[src/rtl/simd_carry_pkg.sv]
package simd_carry_pkg;

    typedef enum logic [1:0] {
        LANE_W8  = 2'b00,
        LANE_W16 = 2'b01,
        LANE_W32 = 2'b10,
        LANE_W64 = 2'b11
    } lane_e;

    typedef enum logic [1:0] {
        OP_PAIRED     = 2'b00,
        OP_SPLIT_TIME = 2'b01,
        OP_SUM_ONLY   = 2'b10,
        OP_CARRY_ONLY = 2'b11
    } op_e;

    typedef enum logic {
        ST_IDLE       = 1'b0,
        ST_CARRY_PEND = 1'b1
    } state_e;

endpackage

[src/rtl/simd_lane_boundary.sv]
module simd_lane_boundary
    import simd_carry_pkg::*;
#(
    parameter int BYTES = 8
) (
    input  lane_e             lane,
    output logic [BYTES-1:0]  lane_start
);
    // A byte slice opens a lane when its index is aligned to the lane size in bytes.
    for (genvar g = 0; g < BYTES; g++) begin : g_start
        always_comb begin
            unique case (lane)
                LANE_W8:  lane_start[g] = 1'b1;
                LANE_W16: lane_start[g] = ((g % 2) == 0);
                LANE_W32: lane_start[g] = ((g % 4) == 0);
                LANE_W64: lane_start[g] = ((g % 8) == 0);
            endcase
        end
    end
endmodule

[src/rtl/simd_slice_adder.sv]
module simd_slice_adder
    import simd_carry_pkg::*;
#(
    parameter int DATA_W = 64,
    localparam int BYTES = DATA_W / 8
) (
    input  logic [DATA_W-1:0] op_a,
    input  logic [DATA_W-1:0] op_b,
    input  logic              sub,
    input  lane_e             lane,
    input  logic [BYTES-1:0]  lane_start,
    output logic [DATA_W-1:0] sum,
    output logic [DATA_W-1:0] carry_word
);
    logic [BYTES-1:0] slice_cin;
    logic [BYTES-1:0] slice_cout;
    logic [DATA_W-1:0] b_eff;

    assign b_eff = sub ? ~op_b : op_b;

    // Byte slices with a carry chain that is cut at every lane start.
    for (genvar g = 0; g < BYTES; g++) begin : g_slice
        if (g == 0) begin : g_first
            assign slice_cin[g] = sub;
        end else begin : g_rest
            assign slice_cin[g] = lane_start[g] ? sub : slice_cout[g-1];
        end
        assign {slice_cout[g], sum[g*8 +: 8]} =
            {1'b0, op_a[g*8 +: 8]} + {1'b0, b_eff[g*8 +: 8]} + {8'd0, slice_cin[g]};
    end

    // The carry of the lane's top slice is placed at the lane's lowest bit.
    always_comb begin
        carry_word = '0;
        for (int i = 0; i < BYTES; i++) begin
            if (lane_start[i]) begin
                unique case (lane)
                    LANE_W8:  carry_word[i*8] = slice_cout[i]     ^ sub;
                    LANE_W16: carry_word[i*8] = slice_cout[i | 1] ^ sub;
                    LANE_W32: carry_word[i*8] = slice_cout[i | 3] ^ sub;
                    LANE_W64: carry_word[i*8] = slice_cout[i | 7] ^ sub;
                endcase
            end
        end
    end
endmodule

[src/rtl/simd_carry_adder.sv]
module simd_carry_adder
    import simd_carry_pkg::*;
#(
    parameter int DATA_W = 64
) (
    input  logic              clk,
    input  logic              rst_n,
    input  logic              in_valid,
    input  logic [DATA_W-1:0] in_a,
    input  logic [DATA_W-1:0] in_b,
    input  logic [1:0]        in_lane,
    input  logic [1:0]        in_op,
    input  logic              in_sub,
    output logic              busy,
    output logic              sum_valid,
    output logic [DATA_W-1:0] sum_out,
    output logic              carry_valid,
    output logic [DATA_W-1:0] carry_out
);
    localparam int BYTES = DATA_W / 8;
    localparam logic [DATA_W-1:0] LSB_MASK = {BYTES{8'h01}};

    state_e            state_q, state_n;
    logic [BYTES-1:0]  lane_start;
    logic [DATA_W-1:0] add_sum, add_carry, pend_carry_q;
    logic              accept;
    lane_e             lane;
    op_e               op;

    assign lane   = lane_e'(in_lane);
    assign op     = op_e'(in_op);
    assign accept = in_valid && (state_q == ST_IDLE);
    assign busy   = (state_q == ST_CARRY_PEND);

    simd_lane_boundary #(.BYTES(BYTES)) boundary_i (
        .lane       (lane),
        .lane_start (lane_start)
    );

    simd_slice_adder #(.DATA_W(DATA_W)) adder_i (
        .op_a       (in_a),
        .op_b       (in_b),
        .sub        (in_sub),
        .lane       (lane),
        .lane_start (lane_start),
        .sum        (add_sum),
        .carry_word (add_carry)
    );

    // Next state
    always_comb begin
        state_n = state_q;
        unique case (state_q)
            ST_IDLE:       if (accept && op == OP_SPLIT_TIME) state_n = ST_CARRY_PEND;
            ST_CARRY_PEND: state_n = ST_IDLE;
        endcase
    end

    // State register
    always_ff @(posedge clk or negedge rst_n) begin
        if (!rst_n) state_q <= ST_IDLE;
        else        state_q <= state_n;
    end

    // Result registers
    always_ff @(posedge clk or negedge rst_n) begin
        if (!rst_n) begin
            sum_valid    <= 1'b0;
            sum_out      <= '0;
            carry_valid  <= 1'b0;
            carry_out    <= '0;
            pend_carry_q <= '0;
        end else begin
            sum_valid   <= 1'b0;
            sum_out     <= '0;
            carry_valid <= 1'b0;
            carry_out   <= '0;
            unique case (state_q)
                ST_IDLE: begin
                    if (accept) begin
                        unique case (op)
                            OP_PAIRED: begin
                                sum_valid   <= 1'b1;
                                sum_out     <= add_sum;
                                carry_valid <= 1'b1;
                                carry_out   <= add_carry;
                            end
                            OP_SPLIT_TIME: begin
                                sum_valid    <= 1'b1;
                                sum_out      <= add_sum;
                                pend_carry_q <= add_carry;
                            end
                            OP_SUM_ONLY: begin
                                sum_valid <= 1'b1;
                                sum_out   <= add_sum;
                            end
                            OP_CARRY_ONLY: begin
                                carry_valid <= 1'b1;
                                carry_out   <= add_carry;
                            end
                        endcase
                    end
                end
                ST_CARRY_PEND: begin
                    carry_valid <= 1'b1;
                    carry_out   <= pend_carry_q;
                end
            endcase
        end
    end

    assert_busy_single_R5: assert property (@(posedge clk) disable iff (!rst_n)
        busy |=> !busy);
    assert_busy_drops_input_R5: assert property (@(posedge clk) disable iff (!rst_n)
        busy |=> !sum_valid);
    assert_sum_before_carry_R4: assert property (@(posedge clk) disable iff (!rst_n)
        busy |-> (sum_valid && !carry_valid));
    assert_carry_follows_R4: assert property (@(posedge clk) disable iff (!rst_n)
        busy |=> carry_valid);
    assert_carry_lsb_only_R2: assert property (@(posedge clk) disable iff (!rst_n)
        carry_valid |-> ((carry_out & ~LSB_MASK) == '0));
    assert_sum_zero_idle_R9: assert property (@(posedge clk) disable iff (!rst_n)
        !sum_valid |-> (sum_out == '0));
    assert_carry_zero_idle_R9: assert property (@(posedge clk) disable iff (!rst_n)
        !carry_valid |-> (carry_out == '0));
endmodule

[config.mk]
export PLATFORM = sky130hd
export DESIGN_NAME = simd_carry_adder
export DESIGN_NICKNAME = d
export VERILOG_FILES = /design/src/rtl/simd_carry_pkg.sv /design/src/rtl/simd_lane_boundary.sv /design/src/rtl/simd_slice_adder.sv /design/src/rtl/simd_carry_adder.sv
export SDC_FILE = /design/constraint.sdc
export NUM_CORES = 1
export LEC_CHECK = 0
export ABC_AREA = 1
export BUFFER_PORTS_ARGS = -buffer_cell sky130_fd_sc_hd__buf_2
export CORE_AREA = 5 5 127 129
export CTS_CLUSTER_SIZE = 30
export DETAILED_ROUTE_END_ITERATION = 10
export DIE_AREA = 0 0 132 134
export GPL_TIMING_DRIVEN = 0
export PLACE_DENSITY = 0.78
export SLEW_MARGIN = 5
export SYNTH_ARGS = -nofsm -noshare
export SYNTH_HDL_FRONTEND = slang
export SYNTH_SLANG_ARGS = --single-unit
[constraint.sdc]
create_clock -name clk -period 1.3 [get_ports clk]
set_input_delay 0.13 -clock clk [delete_from_list [all_inputs] [get_ports clk]]
set_output_delay 0.13 -clock clk [all_outputs]
set_load 0.02 [all_outputs]
# Word level (Yosys, flattened, before mapping)
# Index checks and enable logic that the tools add are counted.
[totals] out_inout_bits=131 ff_bits=139 in_bits=136
[classes] add_sub_neg=16 reduce_logical=13 bitwise_logic=10 n_eq_ne=6 muxes=42
[op_table] cell="$mux W64" count=4
[op_table] cell="$pmux W64 S2" count=1
[op_table] cell="$mux W57" count=2
[op_table] cell="$add A8 B8 Y9" count=8
[op_table] cell="$add A9 B1 Y9" count=8
[op_table] cell="$not A64 Y64" count=1
[op_table] cell="$mux W1" count=23
[op_table] cell="$pmux W1 S2" count=8
[op_table] cell="$pmux W1 S3" count=3
[op_table] cell="$reduce_or A3 Y1" count=3
[op_table] cell="$eq A2 B2 Y1 const B" count=4
[op_table] cell="$reduce_or A2 Y1" count=4
[op_table] cell="$xor A1 B1 Y1" count=8
[op_table] cell="$eq A2 B1 Y1 const B" count=2
[op_table] cell="$logic_not A2 Y1" count=2
[op_table] cell="$pmux W1 S4" count=1
[op_table] cell="$reduce_or A4 Y1" count=1
[op_table] cell="$reduce_and A3 Y1" count=1
[op_table] cell="$logic_and A1 B1 Y1" count=2
[op_table] cell="$not A1 Y1" count=1

# Logic depth before layout (Yosys ltp)
[depth] ltp_word=24 mapped_depth=70 mapped_depth_nobuf=68

# Cells and area by module
# Synthesis repeated with hierarchy kept, for this count alone.
[hier_totals] hier_cells=1388 area_unflattened_um2=11631.2
[by_module_without_submodules] module="simd_carry_adder" instances=1 cells_each=780 area_per_inst_um2=7410.9 seq_area_each_um2=4879.7
[by_module_without_submodules] module="simd_slice_adder" instances=1 cells_each=599 area_per_inst_um2=4167.7 seq_area_each_um2=0.0
[by_module_without_submodules] module="simd_lane_boundary" instances=1 cells_each=9 area_per_inst_um2=52.6 seq_area_each_um2=0.0

# Worst setup path before layout
# Ideal clock, no wire load.
[synth_path] path_kind="in2reg" startpoint="input port in_sub" endpoint="register carry_out[8]" path_buffers=3 setup_slack_ns=-10.369 arrival_time_ns=11.548 t_required_ns=1.179 cell_stages=69 path_cell_list="buf_4 > buf_2 > buf_4 > xor2_1 > fa_1 > nand3_1 > nand2_1 > nand2_1 > nand2_1 > o21ai_0 > inv_1 > fa_1 > fa_1 > nand3_1 > nand3_1 > nand2_1 > nand2_1 > o21ai_0 > [... 33 more ...] > fa_1 > fa_1 > nand3_1 > nand3_1 > nand4_1 > nand2_1 > o21ai_0 > inv_1 > fa_1 > fa_1 > nand2_1 > nand2_1 > nand3_1 > nand3_1 > nand3_2 > nand3_1 > nand3_1 > o21ai_1"
[synth_via] elab_chain_cells=23
[synth_rtl] element="start, declared" line_no="simd_carry_adder.sv:13" text="input logic in_sub,"
[synth_rtl] element="$mux W64" line_no="simd_slice_adder.sv:19" text="assign b_eff = sub ? ~op_b : op_b;"
[synth_rtl] element="$add A8 B8 Y9" line_no="simd_slice_adder.sv:29" text="{1'b0, op_a[g*8 +: 8]} + {1'b0, b_eff[g*8 +: 8]} + {8'd0, slice_cin[g]};"
[synth_rtl] element="$add A9 B1 Y9" line_no="simd_slice_adder.sv:29"
[synth_rtl] element="$mux W1" line_no="simd_slice_adder.sv:26" text="assign slice_cin[g] = lane_start[g] ? sub : slice_cout[g-1];"
[synth_rtl] element="$add A9 B1 Y9" line_no="simd_slice_adder.sv:29"
[synth_rtl] element="$mux W1" line_no="simd_slice_adder.sv:26"
[synth_rtl] element="$add A9 B1 Y9" line_no="simd_slice_adder.sv:29"
[synth_rtl] element="$mux W1" line_no="simd_slice_adder.sv:26"
[synth_rtl] element="[... 7 more ...]"
[synth_rtl] element="$mux W1" line_no="simd_slice_adder.sv:26"
[synth_rtl] element="$add A9 B1 Y9" line_no="simd_slice_adder.sv:29"
[synth_rtl] element="$xor A1 B1 Y1" line_no="simd_slice_adder.sv:41" text="LANE_W64: carry_word[i*8] = slice_cout[i | 7] ^ sub;"
[synth_rtl] element="$pmux W1 S3 (*)" line_no="simd_slice_adder.sv:37" text="unique case (lane)"
[synth_rtl] element="$mux W1 (*)" line_no="simd_slice_adder.sv:36" text="if (lane_start[i]) begin"
[synth_rtl] element="$mux W57 (*)" line_no="simd_carry_adder.sv:81" text="unique case (op)"
[synth_rtl] element="$mux W57 (*)" line_no="simd_carry_adder.sv:80" text="if (accept) begin"
[synth_rtl] element="$pmux W64 S2 (*)" line_no="simd_carry_adder.sv:78" text="unique case (state_q)"
[synth_rtl] element="end signal, assigned" line_no="simd_carry_adder.sv:86" text="carry_out <= add_carry;"
[synth_rtl] element="end signal, assigned" line_no="simd_carry_adder.sv:99" text="carry_out <= add_carry;"
[synth_rtl] element="end signal, assigned" line_no="simd_carry_adder.sv:106" text="carry_out <= pend_carry_q;"
[synth_rtl] element="end, declared" line_no="simd_carry_adder.sv:18" text="output logic [DATA_W-1:0] carry_out"
# Every way passes the cells marked *; elsewhere a longest branch is shown, timed or not. The select of a mux whose other input is x is not followed.
# A chain may end at the register's enable or synchronous reset.

# Final worst setup path
[layout_path] startpoint="input port in_sub" endpoint="register pend_carry_q[32]"
[layout_via] elab_chain_cells=20
[layout_rtl] element="$mux W64" line_no="simd_slice_adder.sv:19"
[layout_rtl] element="$add A8 B8 Y9" line_no="simd_slice_adder.sv:29"
[layout_rtl] element="$add A9 B1 Y9" line_no="simd_slice_adder.sv:29"
[layout_rtl] element="$mux W1" line_no="simd_slice_adder.sv:26"
[layout_rtl] element="$add A9 B1 Y9" line_no="simd_slice_adder.sv:29"
[layout_rtl] element="$mux W1" line_no="simd_slice_adder.sv:26"
[layout_rtl] element="$add A9 B1 Y9" line_no="simd_slice_adder.sv:29"
[layout_rtl] element="$mux W1" line_no="simd_slice_adder.sv:26"
[layout_rtl] element="[... 4 more ...]"
[layout_rtl] element="$add A9 B1 Y9" line_no="simd_slice_adder.sv:29"
[layout_rtl] element="$mux W1" line_no="simd_slice_adder.sv:26"
[layout_rtl] element="$add A9 B1 Y9" line_no="simd_slice_adder.sv:29"
[layout_rtl] element="$mux W1" line_no="simd_slice_adder.sv:26"
[layout_rtl] element="$add A9 B1 Y9" line_no="simd_slice_adder.sv:29"
[layout_rtl] element="$xor A1 B1 Y1" line_no="simd_slice_adder.sv:40, simd_slice_adder.sv:41"
[layout_rtl] element="$pmux W1 S3 (*)" line_no="simd_slice_adder.sv:37"
[layout_rtl] element="$mux W1 (*)" line_no="simd_slice_adder.sv:36"
[layout_rtl] element="end signal, assigned" line_no="simd_carry_adder.sv:91" text="pend_carry_q <= add_carry;"
[layout_rtl] element="end, declared" line_no="simd_carry_adder.sv:25" text="logic [DATA_W-1:0] add_sum, add_carry, pend_carry_q;"
# Every way passes the cells marked *; elsewhere a longest branch is shown, timed or not.

==> metrics.md <==
| Metric | Value |
|---|---|
| Avg WL per Cell | 14.9 um |
| First-pass GRT wire length | 30.0 mm |
| Worst-path fanout max | 6 |
| Cell taking the most area after synthesis | dfrtp_1 |
| Fin crit share | 8.22 |
| DP Cell Count | 1265 |
| Synthesized flop and latch total | 83 |
| Final Cell Area | 9500 um2 |
| Slew HR | 0.554 |
| DRC Markers | 0 |
| Total Power | 10.3 mW |
| Largest net degree at the start of global routing | 53 |
| Setup TNS | -433.22 ns |
| GRT Residual Overflow | 0 |
| Endpoints failing setup | 76 |
| GRT Total Usage | 0.208 |
| WL final | 19.9 mm |
| Yosys warning count | 0 |
| Avg Inst Size Synth | 8.11 um2 |
| Failing checks | negative setup slack |
| Post-synth EDFFs | 0 |
| Tmin final | 10.68 ns |
| # IOs | 267 |
| Fin cells | 1336 |
| Hold Worst Slack | 0.0610 ns |
| Diodes inserted | 0 |
| Post-synth top area share | 0.315 |
| Required time of the worst setup path | 1.53 ns |
| Setup crit end kind | register |
| Critical Path AT | 10.91 ns |
| Root buffer cell | clkbuf_16 |
| Nets | 1357 |
| Post-synth ARST share | 1.00 |
| Syn-to-layout area delta | 44.3% |
| Netlist cell types | 36 |
| Gpl congestion | 0.862 |
| FMAX | 93.6 MHz |
| RSZ-0062 raised after global routing | true |
| Hold Crit Class | input pin to register |
| CTS buffer count | 9 |
| Sinks on Clock Net | 83 |
| Number of global-route vias before repair | 6370 |
| Initial antenna violation count | 0 |
| Post-layout util | 0.637 |
| Max clock buf depth | 2 |
| Filler Cell Count | 1311 |
| Status | finished with violations |
| Rows | 45 |
| DP Area | 8280 um2 |
| Cells after synthesis | 812 |
| Full die area | 17700 um2 |
| Initial core utilization | 0.441 |
| Vias | 6585 |
| Worst-path clk slew | 0.06 ns |
| Core area | 14900 um2 |
| Die H | 134 um |
| CP max stage delay | 0.39 ns |
| Sequential element share of the synthesized area | 0.315 |
| Clk_lat worst skew | 0.34 ns |
| Top post-synthesis cells by area | dfrtp_1 (32%), ha_1 (12%), xor2_1 (8.5%) |
| Die Width | 132 um |
| Count of pins over their slew limit | 0 |
| LEAKAGE | 5.37 nW |
| IO buf count | 209 |
| MaxCap Viol Count | 0 |
| Pre-CTS WS | -10.44 ns |
| Most frequent CP cell | fa_2 |
| Number of iterations in the first detailed-routing pass | 7 |
| Initial DRC count | 280 |
| Most used DFF post-synth | dfrtp_1 |
| Mapped Area | 6580 um2 |
| Final worst slack | -9.38 ns |
| Actual slew at the worst max-slew pin | 0.666 ns |
| Critical Path Source Type | input pin |
| Leading cell type in the layout, fill and taps excluded | buf_2 |
| Vias/cell | 4.93 |
| TritonCTS clock tree | built |
| Antenna-violating nets left | 0 |
| Most frequent cells in the layout | buf_2 (214), nand2_1 (122), buf_4 (109) |
| Fin Clk Skew | 0.00595 ns |
| Layout cells sized above 1 | 0.422 |
| H-tree depth | 3 |
| VDD IR max | 727 uV |
| Slowest library cell on the worst path | fa_2 |
| Post-DP HPWL | 14.8 mm |
| Final hold vios | 0 |
| Critical path type | input pin to register |
| PwrDens | 1090 nW/um2 |
## critical path, delay by kind of cell
kind            cells  cell delay (ns)
xor+xnor            1             0.14
simple gates       33             2.77
fa+ha+maj          15             5.69
compound gates      9             1.37
buf+inv            10             0.80
## kinds of logic (layout without fill, tap and decap cells)
logic type,Yosys count,count (layout),share of synthesized area
simple gates,265,265,0.172
buf+inv,168,449,0.133
compound gates,154,154,0.131
flops,83,83,0.315
fa+ha+maj,77,77,0.163
xor+xnor,64,64,0.0851
other cells,1,56,0.000570
## worst paths after layout
check	startpoint	endpoint	slack, ns	depth (start not counted)
worst max-delay path	in_sub	pend_carry_q[32]$_DFFE_PN0P_	-9.38	68
worst min-delay path	in_a[0]	sum_out[0]$_DFF_PN0_	0.06	4
worst max register to register	busy$_DFF_PN0_	sum_out[49]$_DFF_PN0_	-0.21	8
worst min register to register	pend_carry_q[0]$_DFFE_PN0P_	pend_carry_q[0]$_DFFE_PN0P_	0.49	2
max in group asynchronous	rst_n	sum_out[47]$_DFF_PN0_	0.41	3
min in group asynchronous	rst_n	sum_out[28]$_DFF_PN0_	0.28	2
## synthesized netlist by cell type (all sizes together) (5+ instances only)
master and n:
a21oi 60, a31oi 8, buf 73, dfrtp 83, fa 15, ha 62
inv 94, nand2 143, nand3 52, nand4 11, nor2 46, nor3 5
o21ai 56, o21bai 6, o22ai 7, xor2 64
## registers in the layout (all words and copies together) (netlist names)
signal        count
sum_valid         1
sum_out          64
carry_valid       1
carry_out         8
busy              1
pend_carry_q      8
## area by class of cell
type                    instances  area (um2)  share of cell area
flip-flops and latches         83        2080               0.219
clock buffers                  10         239              0.0252
clock inverters                 5        77.6             0.00817
multi-input cells             616        4330               0.456
well taps                     188         235              0.0248
inverters                      94         358              0.0377
repair buffers                268        1590               0.168
plain buffers                  72         584              0.0615
## repair_timing
item | in CTS | in global routing
buffers inserted | 18 | 37
endpoints found under the setup margin | 82 | 82
pin swaps | 8 | 27
endpoints found under the hold margin | 31 | 0
resized for setup | 30 | 105
hold buffers | 1 | 0
gates cloned | 0 | 2
## where the power goes
part | total (mW) | internal [mW] | switching (mW)
registers | 2.99 | 2.89 | 0.0982
logic | 4.57 | 1.88 | 2.69
clock network | 2.78 | 1.72 | 1.07
## layer usage
layer  vias up  share of wire  GRT usage
met5         -              0          0
met4         0          0.036     0.0937
met3        51          0.062     0.0390
met2       262           0.50      0.357
met1      3047           0.40      0.255
li1       3225              -          -
Power figures use the tool's default switching activity.
